File: config.mk
export PLATFORM = sky130hd
export DESIGN_NAME = occ_pair
export DESIGN_NICKNAME = d
export VERILOG_FILES = /design/src/rtl/occ_pkg.sv /design/src/rtl/occ_cmp_chan.sv /design/src/rtl/occ_ctrl.sv /design/src/rtl/occ_pair.sv
export SDC_FILE = /design/constraint.sdc
export NUM_CORES = 1
export LEC_CHECK = 0
export ABC_AREA = 0
export BUFFER_PORTS_ARGS = -buffer_cell sky130_fd_sc_hd__buf_2
export CAP_MARGIN = 20
export CORE_ASPECT_RATIO = 0.8
export CORE_MARGIN = 2
export CORE_UTILIZATION = 45
export DETAILED_ROUTE_END_ITERATION = 10
export MAX_ROUTING_LAYER = met4
export PLACE_DENSITY = 0.64
export SLEW_MARGIN = 40
export SYNTH_ARGS = -nofsm -noshare
export SYNTH_HDL_FRONTEND = slang
export SYNTH_SLANG_ARGS = --single-unit
export TNS_END_PERCENT = 20
File: constraint.sdc
create_clock -name clk -period 2.9 [get_ports clk]
set_clock_uncertainty 0.05 [all_clocks]
set_input_delay 0.29 -clock clk [delete_from_list [all_inputs] [get_ports clk]]
set_output_delay 0.29 -clock clk [all_outputs]
set_load 0.01 [all_outputs]
File: src/rtl/occ_pkg.sv
package occ_pkg;
  // bit positions inside the shared control word (software visible)
  localparam int CW_W      = 16;
  localparam int CW_START  = 0;   // two bits
  localparam int CW_IE     = 4;   // two bits
  localparam int CW_FLAG   = 6;   // two bits
  localparam int CW_LVL    = 8;   // two bits
  localparam int CW_PEN    = 10;  // two bits
  localparam int CW_MODE   = 12;  // one bit
  localparam int NCH       = 2;

  typedef enum logic [1:0] {
    SEL_CMP0 = 2'd0,
    SEL_CMP1 = 2'd1,
    SEL_CTRL = 2'd2,
    SEL_NONE = 2'd3
  } occ_sel_e;

  typedef struct packed {
    logic             mode;
    logic [NCH-1:0]   pen;
    logic [NCH-1:0]   lvl;
    logic [NCH-1:0]   flag;
    logic [NCH-1:0]   ie;
    logic [NCH-1:0]   start;
  } occ_ctrl_t;
endpackage

File: src/rtl/occ_cmp_chan.sv
module occ_cmp_chan #(
  parameter int TW = 16
) (
  input  logic          clk,
  input  logic          rst_n,
  input  logic          wr_full,
  input  logic [TW-1:0] wdata,
  input  logic          start,
  input  logic [TW-1:0] timer,
  output logic [TW-1:0] cmp_val,
  output logic          match_pulse
);
  logic [TW-1:0] cmp_q, cmp_d;
  logic [TW-1:0] tim_q;
  logic          hit, hit_q;

  always_comb begin
    cmp_d = cmp_q;
    if (wr_full) cmp_d = wdata;
  end

  assign hit = start && (cmp_q == timer);
  // a match is reported once per timer value: suppress when last cycle
  // already hit on the same count
  assign match_pulse = hit && !(hit_q && (tim_q == timer));
  assign cmp_val     = cmp_q;

  always_ff @(posedge clk or negedge rst_n) begin
    if (!rst_n) begin
      cmp_q <= '0;
      tim_q <= '0;
      hit_q <= 1'b0;
    end else begin
      if (wr_full) cmp_q <= cmp_d;
      tim_q <= timer;
      hit_q <= hit;
    end
  end
endmodule

File: src/rtl/occ_ctrl.sv
module occ_ctrl
  import occ_pkg::*;
(
  input  logic             clk,
  input  logic             rst_n,
  input  logic             wr_lo,
  input  logic             wr_hi,
  input  logic [CW_W-1:0]  wdata,
  input  logic [NCH-1:0]   pulse,
  output logic [NCH-1:0]   start,
  output logic [CW_W-1:0]  ctrl_word,
  output logic [NCH-1:0]   pin_out,
  output logic             irq
);
  occ_ctrl_t cur_q, nxt;
  logic [NCH-1:0] tgl;

  // pin routing: pin 0 always follows channel 0; pin 1 follows channel 1
  // alone in mode 0, either channel in mode 1
  assign tgl[0] = pulse[0];
  assign tgl[1] = cur_q.mode ? (pulse[0] | pulse[1]) : pulse[1];

  always_comb begin
    nxt = cur_q;
    if (wr_lo) begin
      nxt.start = wdata[CW_START +: NCH];
      nxt.ie    = wdata[CW_IE    +: NCH];
      nxt.flag  = cur_q.flag & wdata[CW_FLAG +: NCH];
    end
    nxt.flag = nxt.flag | pulse;
    for (int i = 0; i < NCH; i++) begin
      if (cur_q.pen[i] && tgl[i]) nxt.lvl[i] = ~cur_q.lvl[i];
    end
    if (wr_hi) begin
      nxt.mode = wdata[CW_MODE];
      nxt.pen  = wdata[CW_PEN +: NCH];
      for (int i = 0; i < NCH; i++) begin
        if (wdata[CW_PEN + i]) nxt.lvl[i] = wdata[CW_LVL + i];
      end
    end
  end

  always_ff @(posedge clk or negedge rst_n) begin
    if (!rst_n) cur_q <= '0;
    else        cur_q <= nxt;
  end

  always_comb begin
    ctrl_word                      = '0;
    ctrl_word[CW_START +: NCH]     = cur_q.start;
    ctrl_word[CW_IE    +: NCH]     = cur_q.ie;
    ctrl_word[CW_FLAG  +: NCH]     = cur_q.flag;
    ctrl_word[CW_LVL   +: NCH]     = cur_q.lvl;
    ctrl_word[CW_PEN   +: NCH]     = cur_q.pen;
    ctrl_word[CW_MODE]             = cur_q.mode;
  end

  assign start   = cur_q.start;
  assign pin_out = cur_q.pen & cur_q.lvl;
  assign irq     = |(cur_q.flag & cur_q.ie);
endmodule

File: src/rtl/occ_pair.sv
module occ_pair
  import occ_pkg::*;
#(
  parameter int TW = 16
) (
  input  logic          clk,
  input  logic          rst_n,
  input  logic [1:0]    bus_sel,
  input  logic          bus_we,
  input  logic [1:0]    bus_be,
  input  logic [15:0]   bus_wdata,
  output logic [15:0]   bus_rdata,
  input  logic [TW-1:0] timer_cnt,
  output logic [1:0]    pin_out,
  output logic          irq
);
  localparam int DW = 16;

  logic [NCH-1:0]  pulse_w;
  logic [NCH-1:0]  start_w;
  logic [TW-1:0]   cmp_w [NCH];
  logic [DW-1:0]   ctrl_w;
  logic            ctl_hit, wr_lo, wr_hi;
  logic [NCH-1:0]  cmp_wr;

  assign ctl_hit = bus_we && (bus_sel == SEL_CTRL);
  assign wr_lo   = ctl_hit && bus_be[0];
  assign wr_hi   = ctl_hit && bus_be[1];

  for (genvar c = 0; c < NCH; c++) begin : g_ch
    // compare registers only take whole-word writes
    assign cmp_wr[c] = bus_we && (bus_sel == 2'(c)) && (bus_be == 2'b11);
    occ_cmp_chan #(.TW(TW)) u_chan (
      .clk         (clk),
      .rst_n       (rst_n),
      .wr_full     (cmp_wr[c]),
      .wdata       (bus_wdata[TW-1:0]),
      .start       (start_w[c]),
      .timer       (timer_cnt),
      .cmp_val     (cmp_w[c]),
      .match_pulse (pulse_w[c])
    );
  end

  occ_ctrl u_ctrl (
    .clk       (clk),
    .rst_n     (rst_n),
    .wr_lo     (wr_lo),
    .wr_hi     (wr_hi),
    .wdata     (bus_wdata),
    .pulse     (pulse_w),
    .start     (start_w),
    .ctrl_word (ctrl_w),
    .pin_out   (pin_out),
    .irq       (irq)
  );

  always_comb begin
    bus_rdata = '0;
    case (bus_sel)
      SEL_CMP0: bus_rdata = DW'(cmp_w[0]);
      SEL_CMP1: bus_rdata = DW'(cmp_w[1]);
      SEL_CTRL: bus_rdata = ctrl_w;
      default:  bus_rdata = '0;
    endcase
  end
endmodule

# Word level (Yosys, flattened, before mapping)
# Cells that the tools add are included.
# totals
out_inout_bits	19
latchBits	0
ram_bits	0
mem_bits_ro	0
reg_bits	61
mem_count	0
# classes
shift	0
mul	0
n_bitwise	7
n_reduce_logical	19
n_eq_ne	6
n_addsub	0
div	0
order_cmp	0
n_mux	8
# op_table
operator	n
$eq A16 B16 Y1	3
$pmux W16 S3	1
$logic_and A1 B1 Y1	15
$and A2 B2 Y2	3
$mux W6	1
$mux W1	5
$eq A2 B2 Y1 const B	2
$eq A2 B1 Y1 const B	1
$logic_not A1 Y1	2
$logic_not A2 Y1	1
$mux W2	1
$not A1 Y1	2
$or A2 B2 Y2	1
$reduce_or A2 Y1	1
$or A1 B1 Y1	1

# Depth between registers and ports, before layout
# logic_depth
word_depth	10
mapped_depth	6
ltp_nobuf	6

# Modules after synthesis
# Synthesis repeated with hierarchy kept, for this count alone.
# unflattened
cells_unflattened	282
hier_area_um2	3719.8
# by_module_without_submodules
module	area_each_um2	instances	seq_area_each_um2	cells_per_inst
occ_cmp_chan	1402.6	2	825.8	96
occ_ctrl	511.7	1	275.3	46
occ_pair	402.9	1	0.0	44

# Worst setup path before layout
# OpenSTA, ideal clock, no wires.
# synth_path
path_kind	register to register
startpoint	register g_ch[1].u_chan.tim_q[10]
endpoint	register u_ctrl.cur_q, in the netlist u_ctrl.ctrl_word[9]
t_arrival_ns	1.562
t_required_ns	2.771
path_buffers	0
period_less_slack_ns	1.691
setup_time_ns	0.079
slack_ns	1.209
path_stages_with_launch	7
cell_sequence	dfrtp_1 -> xnor2_1 -> nand4_1 -> nor4_1 -> nand2_1 -> a32oi_1 -> mux2i_1
# synth_rtl
element	line	text
start, declared	occ_cmp_chan.sv:14	logic [TW-1:0] tim_q;
start signal, assigned	occ_cmp_chan.sv:35	tim_q <= timer;
end signal, assigned	occ_ctrl.sv:45	else cur_q <= nxt;
end, declared	occ_ctrl.sv:15	occ_ctrl_t cur_q, nxt;

==> impl_metrics.tcl <==
set metrics [dict create \
    status "finished clean" \
    dpl_worst_slack_ps 634.0 \
    grt_antenna_before_repair 0 \
    core-area_mm2 0.006409 \
    numCtsBuffers 9 \
    whs_path_depth 1 \
    async_reset_ff_frac 1.000 \
    fp-row-count 26 \
    avgSynthCellArea_um2 11.95 \
    routedWlPerCell_um 17.73 \
    insertion_delay_ps 340 \
    fin_ws_ps 728.9 \
    critPathKind "flip-flop to flip-flop" \
    clock-sinks 61 \
    intPower_mw 1.681 \
    hpwlAfterDp_um 5223 \
    rsz0062_at_grt "no" \
    ys.warnings.count 0 \
    hold_violations 0 \
    end_kind "flip-flop" \
    slew_viol_final 0 \
    register_area_mm2 0.001526 \
    die_w_um 95.29 \
    cts.clk_slew.worst_paths_ps 70 \
    ys.flop_type "dfrtp_1" \
    synth_seq_cells 61 \
    comb_power_share 0.215 \
    slew_headroom 0.5033 \
    cp-start-kind "flip-flop" \
    crit_arrival_ps 2380 \
    cp_max_fo 3 \
    synth_nets 290 \
    area_growth_pct 19.89 \
    synth.yosys.seq_area_share 0.5088 \
    ir_drop_mv 0.2874 \
    grt_pass1_wl_um 11740 \
    fillCellCount 597 \
    synth_cell_types 24 \
    grt_overflow_total 0 \
    reg2reg_depth 6 \
    io_buffers 57 \
    cts_resized 0 \
    clk_path_buf_depth 2 \
    start_util 0.4682 \
    power.leakage_nw 1.663 \
    max_cap_violations 0 \
    synth_edf_count 0 \
    h-tree-depth 3 \
    die_area_mm2 0.007341 \
    root_buffer "clkbuf_8" \
    vias 2149 \
    critPathSlowestCell "nor4_1" \
    p_per_area_mw_per_mm2 660.7 \
    setup_viol 0 \
    pwr-share-seq 0.476 \
    post_cts_buffers 0 \
    fmax_ghz 0.4606 \
    syn_inst 251 \
    multi_input_area_mm2 0.001436 \
    slowest_delay_ps 650 \
    period_share 0.7487 \
    grt_max_degree 33 \
    fin_crit_ps 2171 \
    gp_congestion 0.8850 \
    cts_tree "built" \
    hold_slack_ps 83.73 \
    synth_area_mm2 0.003000 \
    power.total_mw 2.377 \
    power_switching_mw 0.6953 \
    min_path_type "input pin to flip-flop" \
    crit_chain "xnor2_1 > nand4_1 > nor4_1 > nand2_1 > a32oi_1 > mux2i_1" \
    ant_nets 0 \
    vias_per_cell 5.293 \
    antenna_cells 0 \
    grt_pass1_vias 2226 \
    required_ps 3110 \
    p_clk_frac 0.309 \
    p_sw_frac 0.2926 \
    cts_hold_buf 1 \
    drc_errors 0 \
    nNetsFinal 356 \
    tns_ps 0 \
    drive_gt1_frac 0.3602 \
    tightest_slew_ps 745.0 \
    drt-pass1-iter-count 4 \
    fp.dieH_um 77.04 \
    ios 58 \
    track_usage 0.2236 \
    drtIter0Drc 99 \
    routed_wl_um 7200 \
]
## cell usage in the layout, fill, tap and decap left out, drive strengths merged, types with 4 or more instances in the layout
cell type   n
xnor2      27
nand2      24
nor2        7
nand4       8
mux2i      18
o21ai      14
mux2       37
dfrtp      61
nand3       4
buf        62
xor2       23
nor4        8
clkbuf     12
## metrics by stage
| step | cells | util | instance area [um^2] |
|---|---|---|---|
| 2_1_floorplan | 251 | - | 3000 |
| 3_3_place_gp | 389 | 0.5293 | 3392 |
| 3_5_place_dp | 389 | 0.5297 | 3395 |
| 4_1_cts | 406 | 0.5613 | 3597 |
| 5_1_grt | 406 | 0.5613 | 3597 |
| 6_report | 406 | 0.5613 | 3597 |
## per-layer routing
| metal | GRT usage | vias to the layer above | share of wire |
|---|---|---|---|
| met3 | 0.07073 | 7 | 0.050 |
| met2 | 0.3120 | 64 | 0.45 |
| li1 | - | 1012 | - |
| met5 | - | - | 0 |
| met1 | 0.3173 | 1066 | 0.49 |
| met4 | 0.05507 | 0 | 0.010 |
## cell usage after synthesis (2+ instances only)
library cell  instances  share of area
and2_1                2         0.0042
mux2i_1              18          0.060
nand2_1              24          0.030
clkbuf_1              3         0.0038
nor2_1                7         0.0088
nand4_1               8          0.017
dfrtp_1              61           0.51
mux2_2               37           0.14
o21ai_0              14          0.023
xnor2_1              27          0.079
nor2b_1               2         0.0042
nand3_1               4         0.0067
xor2_1               23          0.067
nor4_1                7          0.015
buf_2                 5         0.0083
## cells by family (layout without fill, tap and decap cells)
group                  Yosys count  count (layout)  share of synthesized area
multiplexers                    55              55                     0.1989
buffers and inverters            9              80                    0.01334
AND/OR/NAND/NOR                 58              58                    0.09716
AO/OA/AOI/OAI                   18              18                    0.03586
flip-flops                      61              61                     0.5088
XOR/XNOR                        50              50                     0.1460
## flip-flops by register name, indices dropped and copies added, names as in the netlist
| signal | count |
|---|---|
| g_ch.u_chan.cmp_val | 32 |
| g_ch.u_chan.hit_q | 2 |
| g_ch.u_chan.tim_q | 16 |
| u_ctrl.ctrl_word | 9 |
| u_ctrl.start | 2 |
## critical path: cells and delay by family (launching register included)
family | cells | cell delay, ps
AOI/OAI and AO/OA | 1 | 330
xor gates and xnor gates | 1 | 150
DFF | 1 | 370
muxes | 1 | 210
and+or+nand+nor | 3 | 970
## power by group through the flow
| stage | Clock, mW | Sequential, mW | Combinational (mW) |
|---|---|---|---|
| 5_1_grt | 0.808 | 1.15 | 0.565 |
| 3_5_place_dp | 0 | 1.15 | 0.510 |
| 6_report | 0.735 | 1.13 | 0.510 |
| 3_3_place_gp | 0 | 1.14 | 0.503 |
| 4_1_cts | 0.757 | 1.13 | 0.516 |
| 2_1_floorplan | 0 | 1.10 | 0.344 |
## final cells by class
class,count,area share
Sequential cell,61,0.4243
Clock inverter,4,0.01322
Inverter,1,0.001043
Multi-Input combinational cell,181,0.3993
Timing Repair Buffer,63,0.09252
Tap cell,84,0.02922
Clock buffer,12,0.04035
## path summary, 6_finish.rpt
check | start | endpoint | slack, ps
min | timer_cnt[14] | g_ch[1].u_chan.tim_q[14] | 80
min in group asynchronous | rst_n | g_ch[1].u_chan.cmp_val[9] | 510
max | g_ch[1].u_chan.tim_q[8] | u_ctrl.ctrl_word[9] | 730
max reg2reg | g_ch[1].u_chan.tim_q[8] | u_ctrl.ctrl_word[9] | 730
max in group asynchronous | rst_n | g_ch[1].u_chan.cmp_val[12] | 1530
min reg2reg | u_ctrl.ctrl_word[7] | u_ctrl.ctrl_word[7] | 490
No activity file was read; power rests on OpenSTA's default activity.
